[config.mk]
export PLATFORM = sky130hd
export DESIGN_NAME = irq_status_ctrl
export DESIGN_NICKNAME = d
export VERILOG_FILES = /design/src/rtl/irq_stat_pkg.sv /design/src/rtl/irq_rst_sync.sv /design/src/rtl/irq_flag_bank.sv /design/src/rtl/irq_pin_gen.sv /design/src/rtl/irq_rot_track.sv /design/src/rtl/irq_status_ctrl.sv
export SDC_FILE = /design/constraint.sdc
export NUM_CORES = 1
export LEC_CHECK = 0
export CORE_AREA = 2 2 39 41
export DETAILED_ROUTE_END_ITERATION = 8
export DIE_AREA = 0 0 41 43
export PLACE_DENSITY = 0.7
export SLEW_MARGIN = 20
export SYNTH_ARGS = -nofsm -noshare
export SYNTH_HDL_FRONTEND = slang
export SYNTH_SLANG_ARGS = --single-unit
[constraint.sdc]
create_clock -name clk -period 0.8 [get_ports clk]
set_input_delay 0.08 -clock clk [delete_from_list [all_inputs] [get_ports clk]]
set_output_delay 0.08 -clock clk [all_outputs]
set_load 0.01 [all_outputs]
[src/rtl/irq_stat_pkg.sv]
package irq_stat_pkg;
  localparam int STAT_W  = 16;
  localparam int NSRC    = 2;
  localparam int ADC_BIT = 0;
  localparam int XF_BIT  = 1;
  localparam int ROT_BIT = 4;
  localparam int ANY_BIT = 11;

  typedef enum logic {
    PIN_PULSE = 1'b0,
    PIN_LEVEL = 1'b1
  } pin_mode_e;
endpackage

[src/rtl/irq_rst_sync.sv]
module irq_rst_sync #(
  parameter int STAGES = 2
) (
  input  logic clk,
  input  logic rst_n,
  output logic rst_sync_n
);
  logic [STAGES-1:0] sync_q;
  logic [STAGES-1:0] sync_d;

  always_comb begin
    sync_d = {sync_q[STAGES-2:0], 1'b1};
  end

  always_ff @(posedge clk or negedge rst_n) begin
    if (!rst_n) sync_q <= '0;
    else        sync_q <= sync_d;
  end

  assign rst_sync_n = sync_q[STAGES-1];
endmodule

[src/rtl/irq_flag_bank.sv]
module irq_flag_bank #(
  parameter int NSRC = 2
) (
  input  logic            clk,
  input  logic            rst_n,
  input  logic [NSRC-1:0] ev_i,
  input  logic [NSRC-1:0] en_i,
  input  logic            rd_i,
  output logic [NSRC-1:0] flag_o,
  output logic            any_o,
  output logic            fire_o
);
  logic [NSRC-1:0] fire_vec;
  logic            any_q, any_d;
  logic            upd_en;

  always_comb begin
    fire_vec = ev_i & en_i;
    fire_o   = |fire_vec;
    upd_en   = fire_o | rd_i;
    any_d    = fire_o | (any_q & ~rd_i);
  end

  for (genvar g = 0; g < NSRC; g++) begin : g_src
    logic flag_q, flag_d;

    always_comb begin
      flag_d = fire_vec[g] | (flag_q & ~rd_i);
    end

    always_ff @(posedge clk or negedge rst_n) begin
      if (!rst_n)      flag_q <= 1'b0;
      else if (upd_en) flag_q <= flag_d;
    end

    assign flag_o[g] = flag_q;
  end

  always_ff @(posedge clk or negedge rst_n) begin
    if (!rst_n)      any_q <= 1'b0;
    else if (upd_en) any_q <= any_d;
  end

  assign any_o = any_q;
endmodule

[src/rtl/irq_pin_gen.sv]
module irq_pin_gen
  import irq_stat_pkg::*;
(
  input  logic      clk,
  input  logic      rst_n,
  input  logic      fire_i,
  input  pin_mode_e mode_i,
  input  logic      rd_i,
  output logic      irq_n_o
);
  logic low_q, low_d;

  always_comb begin
    if (mode_i == PIN_LEVEL) low_d = fire_i | (low_q & ~rd_i);
    else                     low_d = fire_i;
  end

  always_ff @(posedge clk or negedge rst_n) begin
    if (!rst_n) low_q <= 1'b0;
    else        low_q <= low_d;
  end

  assign irq_n_o = ~low_q;
endmodule

[src/rtl/irq_rot_track.sv]
module irq_rot_track (
  input  logic clk,
  input  logic rst_n,
  input  logic start_i,
  input  logic valid_i,
  output logic rot_o
);
  logic seen_q, seen_d;
  logic rot_q;
  logic rot_en;

  always_comb begin
    seen_d = seen_q | start_i;
    rot_en = seen_d;
  end

  always_ff @(posedge clk or negedge rst_n) begin
    if (!rst_n) begin
      seen_q <= 1'b0;
      rot_q  <= 1'b0;
    end else begin
      seen_q <= seen_d;
      if (rot_en) rot_q <= valid_i;
    end
  end

  assign rot_o = rot_q;
endmodule

[src/rtl/irq_status_ctrl.sv]
module irq_status_ctrl
  import irq_stat_pkg::*;
(
  input  logic              clk,
  input  logic              rst_n,
  input  logic              adc_done_i,
  input  logic              adc_irq_en_i,
  input  logic              xform_done_i,
  input  logic              xform_irq_en_i,
  input  logic              xform_start_i,
  input  logic              rot_valid_i,
  input  logic              irq_mode_i,
  input  logic              stat_rd_i,
  output logic [STAT_W-1:0] stat_o,
  output logic              irq_n_o
);
  logic            rst_core_n;
  logic [NSRC-1:0] ev_vec, en_vec, flag_vec;
  logic            any_flag, fire, rot_bit;
  pin_mode_e       pin_mode;

  irq_rst_sync #(.STAGES(2)) u_rst (
    .clk(clk), .rst_n(rst_n), .rst_sync_n(rst_core_n)
  );

  always_comb begin
    ev_vec          = '0;
    en_vec          = '0;
    ev_vec[ADC_BIT] = adc_done_i;
    en_vec[ADC_BIT] = adc_irq_en_i;
    ev_vec[XF_BIT]  = xform_done_i;
    en_vec[XF_BIT]  = xform_irq_en_i;
    pin_mode        = irq_mode_i ? PIN_LEVEL : PIN_PULSE;
  end

  irq_flag_bank #(.NSRC(NSRC)) u_flags (
    .clk(clk), .rst_n(rst_core_n), .ev_i(ev_vec), .en_i(en_vec),
    .rd_i(stat_rd_i), .flag_o(flag_vec), .any_o(any_flag), .fire_o(fire)
  );

  irq_pin_gen u_pin (
    .clk(clk), .rst_n(rst_core_n), .fire_i(fire), .mode_i(pin_mode),
    .rd_i(stat_rd_i), .irq_n_o(irq_n_o)
  );

  irq_rot_track u_rot (
    .clk(clk), .rst_n(rst_core_n), .start_i(xform_start_i),
    .valid_i(rot_valid_i), .rot_o(rot_bit)
  );

  always_comb begin
    stat_o          = '0;
    stat_o[ADC_BIT] = flag_vec[ADC_BIT];
    stat_o[XF_BIT]  = flag_vec[XF_BIT];
    stat_o[ROT_BIT] = rot_bit;
    stat_o[ANY_BIT] = any_flag;
  end
endmodule

== Word level (Yosys, flattened, before mapping) ==
Cells that the tools add are included.
Storage, ports and cells
  bits in registers: 8
  bits of input ports: 10
  output and inout port bits: 17
  word-level logic and storage cells: 23
Operators by class
  mux-type cells: 2
  bitwise operators: 13
  reductions and logical operators: 1
Operators by type and width (number)
  $or 1x1->1: 6
  $and 1x1->1: 4
  $and 2x2->2: 1
  $mux 1: 2
  $not 1->1: 2
  $reduce_or 2->1: 1

== Depth between registers and ports, before layout ==
  word-level depth: 4
  gate-level depth with buffers: 2
  mapped depth without buffers: 2

== By module ==
Synthesis repeated with hierarchy kept, for this count alone.
Second synthesis, totals
  cells, all modules: 40
  area total of the unflattened synthesis: 406.6 um^2
By module, submodules not included
  irq_flag_bank: times used 1, cells an instance 14, area an instance 130.1 um^2, sequential area each 75.1 um^2
  irq_status_ctrl: times used 1, cells an instance 15, area an instance 108.9 um^2, sequential area each 0.0 um^2
  irq_rot_track: times used 1, cells an instance 4, area an instance 73.8 um^2, sequential area each 50.0 um^2
  irq_rst_sync: times used 1, cells an instance 3, area an instance 53.8 um^2, sequential area each 50.0 um^2
  irq_pin_gen: times used 1, cells an instance 4, area an instance 40.0 um^2, sequential area each 25.0 um^2

== Worst setup path before layout ==
No wires, ideal clock.
  path type: register to register
  start point: register u_rot.seen_q
  end point: register u_rot.rot_q, in the netlist u_rot.rot_o
  library setup time: 0.125 ns
  data arrival time: 0.845 ns
  required time: 0.675 ns
  setup slack: -0.170 ns
  cell stages (with the launch flop): 3
  path buffers: 0
  period minus slack after synthesis: 0.970 ns
  cell sequence: dfrtp_1 > or2_4 > mux2_4
On the way
  word-level cells in the longest chain between the ends: 1
RTL lines
  start, declared: RTL line irq_rot_track.sv:8  | logic seen_q, seen_d;
  start signal, assigned: RTL line irq_rot_track.sv:22  | seen_q <= seen_d;
  $or 1x1->1: RTL line irq_rot_track.sv:13  | seen_d = seen_q | start_i;
  named net u_rot.rot_en: RTL line irq_rot_track.sv:10  | logic rot_en;
  end signal, assigned: RTL line irq_rot_track.sv:23  | if (rot_en) rot_q <= valid_i;
  end, declared: RTL line irq_rot_track.sv:9  | logic rot_q;
The timed path passes the listed nets, and every way through them passes these cells.
A chain may end at the register's enable or synchronous reset.

== Worst setup path after layout ==
Ends and elaborated chain as after synthesis.

==> reports/metrics.yaml <==
regArea_um2: 200
cp_slowest_cell: "dfrtp_1"
dpl_cell_area_um2: 502
p_int_mw: 0.680
grt_pass1_vias: 238
fin_hold_ws_ns: 0.0805
clock-sinks: 8
overflow: 0
io_pins: 27
period_needed_ns: 0.999
fin_skew_ns: 0.00224
area_growth_pct: 25.6
cts_root_buf: "clkbuf_4"
drt_iter0_drc: 0
clkTransAtPathRegs_ns: 0.05
die_area_um2: 1760
slowest_delay_ns: 0.36
power_density_nw_per_um2: 1750
viasPerCell: 3.55
ys_ff_latch: 8
netlist_area_um2: 405
reg2reg_from: "u_rot.seen_q$_DFF_PN0_"
status: "finished, violations left"
core_area_um2: 1380
antenna_found_initial: 0
fin_area_um2: 509
grt_setup_unrepaired: "true"
dr.pass1.iters: 1
drt_wl_total_um: 545
r2r_slack_ns: -0.20
cp.required_ns: 0.93
fin_tns_setup_ns: -0.408
leakagePower_nw: 0.263
stdcell_count: 71
p_comb_frac: 0.165
ys_seq_area_frac: 0.494
timing.rr.end: "u_rot.rot_o$_DFFE_PN0P_"
std_cell_rows: 14
synthesis.instances: 40
ys_types: 9
start_kind: "flip-flop"
synth_top_cell_area_share: 0.494
cp_cell_sequence: "or2_4 -> mux2_4"
ys_warn_count: 0
gp_congestion: 0.572
worstSetupPathType: "reg -> reg"
post-synth-top-area-cell: "dfrtp_1"
cts_buffer_depth: 2
fmax_ghz: 1.00
vias: 252
initial_utilization: 0.293
drive_gt1_frac: 0.218
hold_path.class: "reg -> async"
portBuffers: 14
n_antenna_cell: 0
total_power_mw: 0.890
final_common_cell: "conb_1"
clock_latency_ns: 0.25
finalHoldViolCount: 0
grt_pass1_wl_um: 910
violations: "setup timing"
dp_cells: 67
ant_nets: 0
cp_data_arrival_time_ns: 1.13
swShare: 0.235
critPathLaunch: "u_rot.seen_q$_DFF_PN0_"
fin_nets: 67
cp-end-kind: "flip-flop"
cts_tree: "built"
cp-endpoint: "u_rot.rot_o$_DFFE_PN0P_"
switchingPower_mw: 0.209
dp_slack_ns: -0.355
rr_worst_depth: 2
grtUsageTotal: 0.0882
dieWidth_um: 41
fin_util: 0.368
setup_viol: 6
maxSlewViolCount: 0
drv_cap: 0
layout_common_cells: "conb_1, clkdlybuf4s50_1, dfrtp_1"
ir_drop_uv: 596
die-height_um: 43
wire_per_inst_um: 7.68
ys_top_cells_by_area: "dfrtp_1, buf_4, o21ai_0"
fin_crit_sh: 1.25
n_fill_cell: 149
pwr-share-clk: 0.332
route.detailed.drc: 0
multi_input_area_um2: 111
grt_max_degree: 7
seqPwrFrac: 0.503
h-tree-depth: 1
numCtsBuffers: 3
synth_area_per_cell_um2: 10.1
path_max_fanout: 2
fin_ws_ns: -0.199
-- flip-flops by register name, indices dropped and copies added (netlist names) --
signal,cells
u_flags.g_src.flag_q,2
u_rst.sync_q,2
u_flags.any_o,1
u_pin.low_q,1
u_rot.rot_o,1
u_rot.seen_q,1
-- worst max-delay path, delay by kind of cell, from the launching register on --
kind / cells / cell delay, ns
flip-flops: 1 / 0.36
multiplexers: 1 / 0.29
AND/OR/NAND/NOR: 1 / 0.23
-- layout make-up --
type / count / share of cell area
Sequential cell: 8 / 0.393
Timing Repair Buffer: 17 / 0.275
Multi-Input combinational cell: 23 / 0.219
Clock buffer: 3 / 0.0442
Tap cell: 16 / 0.0393
Inverter: 4 / 0.0295
-- power groups by stage --
stage | logic (mW) | registers [mW] | clock network [mW]
floorplan | 0.126 | 0.452 | 0
global placement | 0.162 | 0.455 | 0
detailed placement | 0.163 | 0.455 | 0
CTS | 0.147 | 0.448 | 0.312
global route | 0.163 | 0.450 | 0.343
finish | 0.147 | 0.447 | 0.295
-- how the worst min path moves through the flow --
stage	start	endpoint	depth (start not counted)
after floorplan	rst_n	u_rst.sync_q[0]$_DFF_PN0_	0
after global placement	u_rst.sync_q[1]$_DFF_PN0_	u_rot.seen_q$_DFF_PN0_	0
after detailed placement	u_rst.sync_q[1]$_DFF_PN0_	u_rot.seen_q$_DFF_PN0_	0
after CTS	u_rst.sync_q[1]$_DFF_PN0_	u_pin.low_q$_DFF_PN0_	0
after global routing	u_rst.sync_q[1]$_DFF_PN0_	u_pin.low_q$_DFF_PN0_	0
final	u_rst.sync_q[1]$_DFF_PN0_	u_pin.low_q$_DFF_PN0_	0
-- repair_timing --
item | in CTS | in global routing
hold buffers | 1 | 0
endpoints found under the hold margin | 2 | 0
setup buffers | 0 | 0
gates resized for setup | 20 | 1
setup endpoints to repair | 6 | 7
-- logic make-up (layout without fill, tap and decap cells) --
kind of cell	Yosys count	count (layout)	share of synthesized area
and+or+nand+nor	4	4	0.0494
AOI/OAI and AO/OA	5	5	0.0679
muxes	1	1	0.0370
other	2	13	0.0185
DFF	8	8	0.494
buffers and inverters	20	24	0.333
-- metal layers --
layer | part of all wire | GRT usage
met4 | 0.050 | 0.120
met1 | 0.33 | 0.0764
met2 | 0.50 | 0.109
met5 | 0 | 0
met3 | 0.12 | 0.0576
-- cell usage after synthesis --
master / instances
buf_4: 16
dfrtp_1: 8
inv_1: 4
o21ai_0: 4
nand2_1: 3
conb_1: 2
a22oi_1: 1
mux2_4: 1
or2_4: 1
No activity file was read; power rests on OpenSTA's default activity.
